[src/rtl/fbs_pkg.sv]
// Shared types for the half-full-gated byte streamer.
// Assumes: byte lanes are 8 bits wide; samples are a multiple of 4 bits.
package fbs_pkg;

    localparam int BYTE_W = 8;

    // Sample fetch and packing sequence
    typedef enum logic [2:0] {
        PK_IDLE,     // waiting for half full
        PK_LO,       // first sample on the bus, latch low half
        PK_WAIT_HI,  // FIFO ran empty before the second pop
        PK_HI,       // second sample on the bus, latch high half
        PK_HOLD      // longword owned by the byte sender
    } pack_st_t;

    // Per-byte four-phase handshake
    typedef enum logic [1:0] {
        BT_IDLE,     // no longword, or waiting for ready high
        BT_STB,      // strobe low, waiting for ready low
        BT_REL       // strobe released, waiting for ready high
    } byte_st_t;

endpackage

[src/rtl/sync_bits.sv]
// Multi-flop synchronizer for one asynchronous level.
// Assumes: the input is a slow level, so single-bit metastability settling
// is sufficient; the reset value is what downstream logic treats as "safe".
module sync_bits #(
    parameter int   STAGES  = 2,
    parameter logic RST_VAL = 1'b0
) (
    input  logic clk,
    input  logic rst_n,
    input  logic din,
    output logic dout
);
    logic [STAGES-1:0] chain;

    // Shift the asynchronous level through the flop chain
    always_ff @(posedge clk) begin
        if (!rst_n) chain <= {STAGES{RST_VAL}};
        else        chain <= {chain[STAGES-2:0], din};
    end

    assign dout = chain[STAGES-1];
endmodule

[src/rtl/word_pack.sv]
// Pops two samples from the FIFO once half full is seen and holds them as
// one longword (first sample low, second high) until the sender is done.
// Assumes: FIFO data is valid the clock after a one-cycle read pulse.
module word_pack
    import fbs_pkg::*;
#(
    parameter int SW = 16
) (
    input  logic            clk,
    input  logic            ctl_rst_n,
    input  logic            fifo_empty,
    input  logic            fifo_half,
    output logic            fifo_rd,
    input  logic [SW-1:0]   fifo_data,
    input  logic            lw_done,
    output logic            lw_valid,
    output logic [2*SW-1:0] lw_data
);
    pack_st_t      st, st_nx;
    logic [SW-1:0] lo_q, hi_q;
    logic          rd_raw;

    // Next-state and read-pulse decode
    always_comb begin
        st_nx  = st;
        rd_raw = 1'b0;
        unique case (st)
            PK_IDLE: if (fifo_half && !fifo_empty) begin
                rd_raw = 1'b1;
                st_nx  = PK_LO;
            end
            PK_LO: if (!fifo_empty) begin
                rd_raw = 1'b1;
                st_nx  = PK_HI;
            end else begin
                st_nx  = PK_WAIT_HI;
            end
            PK_WAIT_HI: if (!fifo_empty) begin
                rd_raw = 1'b1;
                st_nx  = PK_HI;
            end
            PK_HI:   st_nx = PK_HOLD;
            PK_HOLD: if (lw_done) st_nx = PK_IDLE;
            default: st_nx = PK_IDLE;
        endcase
    end

    // No pops while the controller is held in reset
    assign fifo_rd = rd_raw && ctl_rst_n;

    // State register
    always_ff @(posedge clk) begin
        if (!ctl_rst_n) st <= PK_IDLE;
        else            st <= st_nx;
    end

    // Capture each half of the longword the cycle its sample is valid
    always_ff @(posedge clk) begin
        if (!ctl_rst_n) begin
            lo_q <= '0;
            hi_q <= '0;
        end else begin
            if (st == PK_LO) lo_q <= fifo_data;
            if (st == PK_HI) hi_q <= fifo_data;
        end
    end

    assign lw_valid = (st == PK_HOLD);
    assign lw_data  = {hi_q, lo_q};
endmodule

[src/rtl/byte_tx.sv]
// Sends a held longword as bytes, least significant first, with a
// four-phase strobe/ready handshake per byte.
// Assumes: rdy_s is already synchronized; 1 means "not ready".
module byte_tx
    import fbs_pkg::*;
#(
    parameter int WORD_W = 32
) (
    input  logic              clk,
    input  logic              ctl_rst_n,
    input  logic              lw_valid,
    input  logic [WORD_W-1:0] lw_data,
    input  logic              rdy_s,
    output logic [BYTE_W-1:0] tx_data,
    output logic              tx_stb_n,
    output logic              lw_done
);
    localparam int NB    = WORD_W / BYTE_W;
    localparam int IDX_W = (NB > 1) ? $clog2(NB) : 1;
    localparam logic [IDX_W-1:0] LAST = IDX_W'(NB - 1);

    byte_st_t          st;
    logic [IDX_W-1:0]  idx;
    logic [BYTE_W-1:0] lanes [NB];

    // Split the longword into byte lanes
    for (genvar g = 0; g < NB; g++) begin : g_lane
        assign lanes[g] = lw_data[g*BYTE_W +: BYTE_W];
    end

    assign tx_data  = lanes[idx];
    assign tx_stb_n = (st != BT_STB);
    assign lw_done  = (st == BT_REL) && rdy_s && (idx == LAST);

    // Handshake sequencer and byte index
    always_ff @(posedge clk) begin
        if (!ctl_rst_n) begin
            st  <= BT_IDLE;
            idx <= '0;
        end else begin
            unique case (st)
                BT_IDLE: if (lw_valid && rdy_s) st <= BT_STB;
                BT_STB:  if (!rdy_s) st <= BT_REL;
                BT_REL:  if (rdy_s) begin
                    if (idx == LAST) begin
                        idx <= '0;
                        st  <= BT_IDLE;
                    end else begin
                        idx <= idx + 1'b1;
                        st  <= BT_STB;
                    end
                end
                default: st <= BT_IDLE;
            endcase
        end
    end
endmodule

[src/rtl/fifo_byte_streamer.sv]
// Top: half-full-gated FIFO drain onto an output-only strobe/ready byte port.
// Assumes: half-full and empty flags are synchronous to clk; ready and the
// external reset pin are asynchronous and are synchronized here.
module fifo_byte_streamer
    import fbs_pkg::*;
#(
    parameter int SAMPLE_W    = 16,
    parameter int SYNC_STAGES = 2
) (
    input  logic                clk,
    input  logic                rst_n,
    input  logic                run_ctl,
    input  logic                ext_rst_n,
    input  logic                rst_sel,
    input  logic                fifo_empty,
    input  logic                fifo_half,
    output logic                fifo_rd,
    input  logic [SAMPLE_W-1:0] fifo_data,
    output logic [BYTE_W-1:0]   tx_data,
    output logic                tx_stb_n,
    input  logic                tx_rdy_n
);
    localparam int WORD_W = 2 * SAMPLE_W;

    logic              rst_src;
    logic              ctl_rst_n;
    logic              rdy_s;
    logic              lw_valid;
    logic              lw_done;
    logic [WORD_W-1:0] lw_data;

    // Pick the controller reset source
    assign rst_src = rst_sel ? ext_rst_n : run_ctl;

    sync_bits #(.STAGES(SYNC_STAGES), .RST_VAL(1'b0)) u_rst_sync (
        .clk  (clk),
        .rst_n(rst_n),
        .din  (rst_src),
        .dout (ctl_rst_n)
    );

    sync_bits #(.STAGES(SYNC_STAGES), .RST_VAL(1'b1)) u_rdy_sync (
        .clk  (clk),
        .rst_n(rst_n),
        .din  (tx_rdy_n),
        .dout (rdy_s)
    );

    word_pack #(.SW(SAMPLE_W)) u_pack (
        .clk       (clk),
        .ctl_rst_n (ctl_rst_n),
        .fifo_empty(fifo_empty),
        .fifo_half (fifo_half),
        .fifo_rd   (fifo_rd),
        .fifo_data (fifo_data),
        .lw_done   (lw_done),
        .lw_valid  (lw_valid),
        .lw_data   (lw_data)
    );

    byte_tx #(.WORD_W(WORD_W)) u_tx (
        .clk      (clk),
        .ctl_rst_n(ctl_rst_n),
        .lw_valid (lw_valid),
        .lw_data  (lw_data),
        .rdy_s    (rdy_s),
        .tx_data  (tx_data),
        .tx_stb_n (tx_stb_n),
        .lw_done  (lw_done)
    );
endmodule

[config.mk]
export PLATFORM = sky130hd
export DESIGN_NAME = fifo_byte_streamer
export DESIGN_NICKNAME = d
export VERILOG_FILES = /design/src/rtl/fbs_pkg.sv /design/src/rtl/sync_bits.sv /design/src/rtl/word_pack.sv /design/src/rtl/byte_tx.sv /design/src/rtl/fifo_byte_streamer.sv
export SDC_FILE = /design/constraint.sdc
export NUM_CORES = 1
export LEC_CHECK = 0
export BUFFER_PORTS_ARGS = -buffer_cell sky130_fd_sc_hd__buf_4
export CELL_PAD_IN_SITES_DETAIL_PLACEMENT = 0
export CELL_PAD_IN_SITES_GLOBAL_PLACEMENT = 1
export CORE_ASPECT_RATIO = 0.5
export CORE_MARGIN = 4
export CORE_UTILIZATION = 44
export DETAILED_ROUTE_END_ITERATION = 16
export PLACE_DENSITY = 0.9
export SYNTH_ARGS = -nofsm -noshare
export SYNTH_HDL_FRONTEND = slang
export SYNTH_SLANG_ARGS = --single-unit
[constraint.sdc]
create_clock -name clk -period 2.5 [get_ports clk]
set_input_delay 0.5 -clock clk [delete_from_list [all_inputs] [get_ports clk]]
set_output_delay 0.5 -clock clk [all_outputs]
set_load 0.02 [all_outputs]
==> impl_metrics.yaml, run 1 <==
run_status:
  status: "finished clean"
placed_design:
  port_buffers: 33
  place_ws_ps: 469
  place_congestion: 0.696
  place_hpwl_microns: 2440
logic_synthesis:
  syn-num-nets: 220
  ys_seq_area_frac: 0.462
  syn-cell-area_sq_mm: 0.00186
  ys_seq_elements: 43
  avgSynthCellArea_sq_um: 9.56
  ys_types: 31
  yosysWarnings: 0
  netlist_instances: 195
floorplan:
  start_util: 0.468
  die_h_microns: 54.0
  core_sq_mm: 0.00398
  fp.dieW_microns: 100
  rows: 16
  io_pins: 34
  dieArea_sq_mm: 0.00541
timing:
  tightest_slew_ps: 686
  finalSetupTns_ps: 0
  setup_viol: 0
  hold_violations: 0
  setup_ws_ps: 191
  finalCritPeriodShare: 0.924
  max_freq_mhz: 433
  rsz0062_at_grt: "false"
  maxSlewHeadroom: 0.542
  fin_crit_ps: 2310
  clock_skew_ps: 9.35
  drv_slew: 0
drt:
  wl_microns: 3660
  dr.pass1.iters: 4
  vias: 1409
  drt-vias-per-instance: 5.09
  ant_nets: 0
  drc: 0
  wl_per_cell_microns: 13.2
  drt-initial-drc-count: 45
worst_setup_path:
  crit_required_ps: 2000
  worstSetupPathType: "reg -> out"
  cp-start-kind: "flop"
  crit_fanout: 11
  path_cells: "mux4_2 -> buf_4"
  cp_slowest_cell: "dfxtp_1"
  cpLargestDelayFamily: "flip-flops"
  crit_buf_inv: 1
  cp.depth: 2
  crit_path_end_kind: "primary output"
  critical_path_arrival_ps: 1810
  cpPeakStageDelay_ps: 760
  worstRegToRegCells: 3
global_route:
  antenna_found_initial: 0
  track_usage: 0.151
  grt_pass1_vias: 1360
  grt_max_degree: 38
  grt_overflow: 0
  grt_pass1_wl_microns: 6040
clock_tree:
  cts_resized: 0
  postCtsSetupBuffers: 0
  cts.sinks: 43
  clock-root-buffer: "clkbuf_8"
  cts_buffers: 5
  cts_tree: "yes"
  path_clk_slew_ps: 80
  clockBufferDepth: 2
  htree_levels: 2
  cts-hold-fix-buffers: 0
  clkLatencyLatePin_ps: 300
finish:
  fillCellCount: 369
  n_antenna_cell: 0
  area_growth_pct: 18.3
  final_nets: 247
  drive_above_1_share: 0.233
pwr:
  p_per_area_mw_per_mm2: 582
  ir_drop_uv: 215
  leakagePower_nw: 0.735
flow_run:
  cap_violations: 0
hold_path:
  hold_path.class: "in -> reg"
  hold_path_depth: 2
-- worst reg2reg max path, cell delays in order (launching register included) --
cell and delay (ps):
dfxtp_1 560, and3b_1 650, nand2_1 130, a21boi_0 210
-- through the flow --
| stage | instance area, sq um | total power [mW] | utilization | hold slack [ps] | instances |
|---|---|---|---|---|---|
| 5_1_grt | 2210 | 1.33 | 0.554 | 380 | 277 |
| 3_3_place_gp | 2090 | 0.766 | 0.525 | 391 | 269 |
| 2_1_floorplan | 1860 | 0.731 | - | 386 | 195 |
| 3_5_place_dp | 2090 | 0.767 | 0.525 | 398 | 269 |
| 4_1_cts | 2210 | 1.31 | 0.554 | 372 | 277 |
| 6_report | 2210 | 1.28 | 0.554 | 381 | 277 |
-- layer usage --
metal / vias up / global-route usage / part of all wire
met1: 669 / 0.179 / 0.46
met5: - / 0 / 0
li1: 711 / - / -
met3: 5 / 0.0505 / 0.055
met2: 24 / 0.256 / 0.47
met4: 0 / 0.0671 / 0.016
-- synth_stat cells --
library cell   n  area, sq um
nand2_1       66          248
dfxtp_1       43          861
a21boi_0      23          173
a21boi_1      11         82.6
mux4_2         8          180
buf_6          4         45.0
clkbuf_1       4         15.0
nand2b_1       4         25.0
nor2_1         3         11.3
a2111oi_0      2         17.5
a21oi_1        2         10.0
buf_2          2         10.0
buf_4          2         15.0
mux2i_1        2         20.0
nor2b_1        2         12.5
xnor2_1        2         17.5
and2_1         1         6.26
and3b_1        1         8.76
buf_1          1         3.75
clkbuf_2       1         5.00
ha_1           1         12.5
inv_1          1         3.75
nand3b_1       1         7.51
nand3b_2       1         11.3
nor3_1         1         5.00
nor3b_1        1         7.51
nor3b_4        1         18.8
nor4b_1        1         8.76
o211ai_1       1         7.51
or3_1          1         6.26
or3b_1         1         8.76
-- report_power, final --
group / switching, mW / internal (mW)
clock: 0.238 / 0.297
sequential: 0.00243 / 0.689
combinational: 0.0225 / 0.0361
total: 0.263 / 1.02
-- sequential cells by signal (all words and copies together), names as in the netlist --
register	cells
u_pack.hi_q	16
u_pack.lo_q	16
u_pack.st	3
u_rdy_sync.chain	2
u_rst_sync.chain	2
u_tx.idx	2
u_tx.st	2
-- area by class of cell --
cell class / instances / area (sq um) / area share
Timing Repair Buffer: 34 / 255 / 0.116
Tap cell: 54 / 67.6 / 0.0306
Clock buffer: 5 / 68.8 / 0.0312
Inverter: 1 / 3.75 / 0.00170
Clock inverter: 3 / 43.8 / 0.0199
Sequential cell: 43 / 861 / 0.390
Multi-Input combinational cell: 137 / 906 / 0.411
-- layout by cell type, fill, tap and decap left out, types with 2 or more instances in the layout --
master	instances
a2111oi_0	2
a21boi_0	23
a21boi_1	11
a21oi_1	2
buf_4	34
clkbuf_8	5
dfxtp_1	43
mux2i_1	2
mux4_2	8
nand2_1	66
nand2b_1	4
nor2_1	3
nor2b_1	2
xnor2_1	2
-- cell families after synthesis --
| kind of cell | share of synthesized area |
|---|---|
| fa+ha+maj | 0.00671 |
| compound gates | 0.156 |
| mux | 0.107 |
| buf+inv | 0.0523 |
| simple gates | 0.207 |
| flops | 0.462 |
| xor+xnor | 0.00940 |
-- final timing paths --
kind | from | end | slack, ps
min reg2reg | u_rdy_sync.chain[0]$_SDFF_PN1_ | u_rdy_sync.chain[1]$_SDFF_PN1_ | 410
max reg2reg | u_pack.st[1]$_SDFFE_PN0P_ | u_pack.hi_q[9]$_SDFFE_PN0N_ | 880
max | u_tx.idx[0]$_SDFFE_PN0N_ | tx_data[2] | 190
min | fifo_empty | u_pack.st[0]$_SDFFE_PN0P_ | 380
(Power assumes the default switching activity.)
==> run 2: changes to the inputs <==
CORE_UTILIZATION = 41   (was 44)
PLACE_DENSITY = 0.85   (was 0.9)
clock period = 2.4 ns   (was 2.5 ns; I/O delays follow)
==> run 2 against run 1 <==
Register-to-register slack worse by 100 ps. Critical path type unchanged. Routed wire length up 3.8%. Highest routed layer unchanged. Global-route usage down 0.94 points.
==> impl_metrics.yaml, run 2 (synthesis gave the netlist of run 1 again) <==
finish:
  drive_above_1_share: 0.233
  top_regs: "u_pack.hi_q (16), u_pack.lo_q (16), u_pack.st (3)"
  area_growth_pct: 19.7
  n_antenna_cell: 0
  final_nets: 247
  final_cell_mix: "nand2_1 (66), dfxtp_1 (42), buf_4 (34)"
  stdcell_count: 280
  layout_commonest_cell: "nand2_1"
drt:
  drc: 0
  ant_nets: 0
  drt-vias-per-instance: 4.93
  vias: 1380
  wl_per_cell_microns: 13.6
  wl_microns: 3800
  dr.pass1.iters: 4
  drt-initial-drc-count: 35
worst_setup_path:
  crit_start: "u_tx.idx[0]$_SDFFE_PN0N_"
  crit_path_end: "tx_data[5]"
  cp-start-kind: "flop"
  crit_path_end_kind: "primary output"
  r2r_end: "u_pack.hi_q[7]$_SDFFE_PN0N_"
  r2r_slack_ps: 780
  worstRegToRegCells: 3
  crit_required_ps: 1920
  worstSetupPathType: "reg -> out"
  r2r-start: "u_pack.st[1]$_SDFFE_PN0P_"
  crit_fanout: 11
  critical_path_arrival_ps: 1590
floorplan:
  die_h_microns: 55.7
  fp.dieW_microns: 103
  dieArea_sq_mm: 0.00576
  start_util: 0.423
  io_pins: 34
  core_sq_mm: 0.00440
  rows: 17
global_route:
  grt_pass1_vias: 1345
  antenna_found_initial: 0
  track_usage: 0.141
  grt_max_degree: 38
  grt_pass1_wl_microns: 6280
  grt_overflow: 0
timing:
  fin_crit_ps: 2070
  max_freq_mhz: 483
  finalSetupTns_ps: 0
  maxSlewHeadroom: 0.508
  clock_skew_ps: 8.44
  drv_slew: 0
  setup_viol: 0
  hold_violations: 0
  rsz0062_at_grt: "false"
  tightest_slew_ps: 738
  finalCritPeriodShare: 0.863
clock_tree:
  cts_tree: "yes"
  htree_levels: 2
  path_clk_slew_ps: 70
  clkLatencyLatePin_ps: 290
  clock-root-buffer: "clkbuf_8"
  cts.sinks: 43
  cts_buffers: 5
  clockBufferDepth: 2
hold_path:
  hold_path.class: "in -> reg"
pwr:
  p_per_area_mw_per_mm2: 645
  leakagePower_nw: 0.743
  ir_drop_uv: 282
flow_run:
  cap_violations: 0
run_status:
  status: "finished clean"
placed_design:
  place_congestion: 0.668
  dp.cells: 272
  place_hpwl_microns: 2490
  port_buffers: 33
[run 2: cell types whose count changed in the layout (fill, tap and decap cells not counted)]
| cell | previous run | this run |
|---|---|---|
| clkbuf_1 | 0 | 1 |
| clkinv_4 | 1 | 0 |
| bufinv_16 | 1 | 2 |
| dfxtp_1 | 43 | 42 |
| dfxtp_2 | 0 | 1 |
| clkinv_2 | 1 | 0 |
[run 2: worst min-delay path by stage]
stage / startpoint / endpoint / slack [ps] / depth (start not counted)
after detailed placement: u_rdy_sync.chain[0]$_SDFF_PN1_ / u_rdy_sync.chain[1]$_SDFF_PN1_ / 410 / 1
final: fifo_empty / u_pack.st[0]$_SDFFE_PN0P_ / 370 / 2
after global routing: tx_rdy_n / u_rdy_sync.chain[0]$_SDFF_PN1_ / 360 / 2
after global placement: u_rdy_sync.chain[0]$_SDFF_PN1_ / u_rdy_sync.chain[1]$_SDFF_PN1_ / 390 / 1
after floorplan: u_rdy_sync.chain[0]$_SDFF_PN1_ / u_rdy_sync.chain[1]$_SDFF_PN1_ / 390 / 1
after CTS: fifo_empty / u_pack.st[0]$_SDFFE_PN0P_ / 360 / 2
[run 2: power by group]
group	internal (mW)	switching [mW]	leakage, nW
Clock	0.416	0.241	0.0654
Sequential	0.717	0.00272	0.348
Combinational	0.0377	0.0242	0.330
Total	1.17	0.268	0.743
[run 2: critical path, cell delays in order, from the launching register on]
cell     delay (ps)
dfxtp_2         570
mux4_2          560
buf_4           170
[run 2: area by class of cell]
cell class                 instances  area (sq um)
tap                               57          71.3
multi-input combinational        137           906
clock buffer                       6          72.6
clock inverter                     2          60.1
timing repair buffer              34           255
inverter                           1          3.75
fill                             410          2170
sequential                        43           862
[run 2: per-layer routing]
| layer | routed length (microns) | GRT usage |
|---|---|---|
| met1 | 1840 | 0.189 |
| met4 | 33 | 0.0443 |
| met2 | 1730 | 0.213 |
| met3 | 194 | 0.0501 |
| met5 | 0 | 0 |
[run 2: metrics by stage]
step                worst slack, ps  utilization  hold slack (ps)  total power [mW]  area, sq um
CTS                            50.9        0.506              355              1.46         2230
floorplan                       299            -              386             0.762         1860
detailed placement              376        0.476              410             0.799         2100
global route                    252        0.507              363              1.49         2230
global placement                407        0.476              391             0.798         2100
finish                          330        0.507              367              1.44         2230
[run 2: timing repair]
item,CTS,global route
resized for setup,0,1
buffers inserted,0,0
hold buffers,0,0
endpoints found under the setup margin,0,7
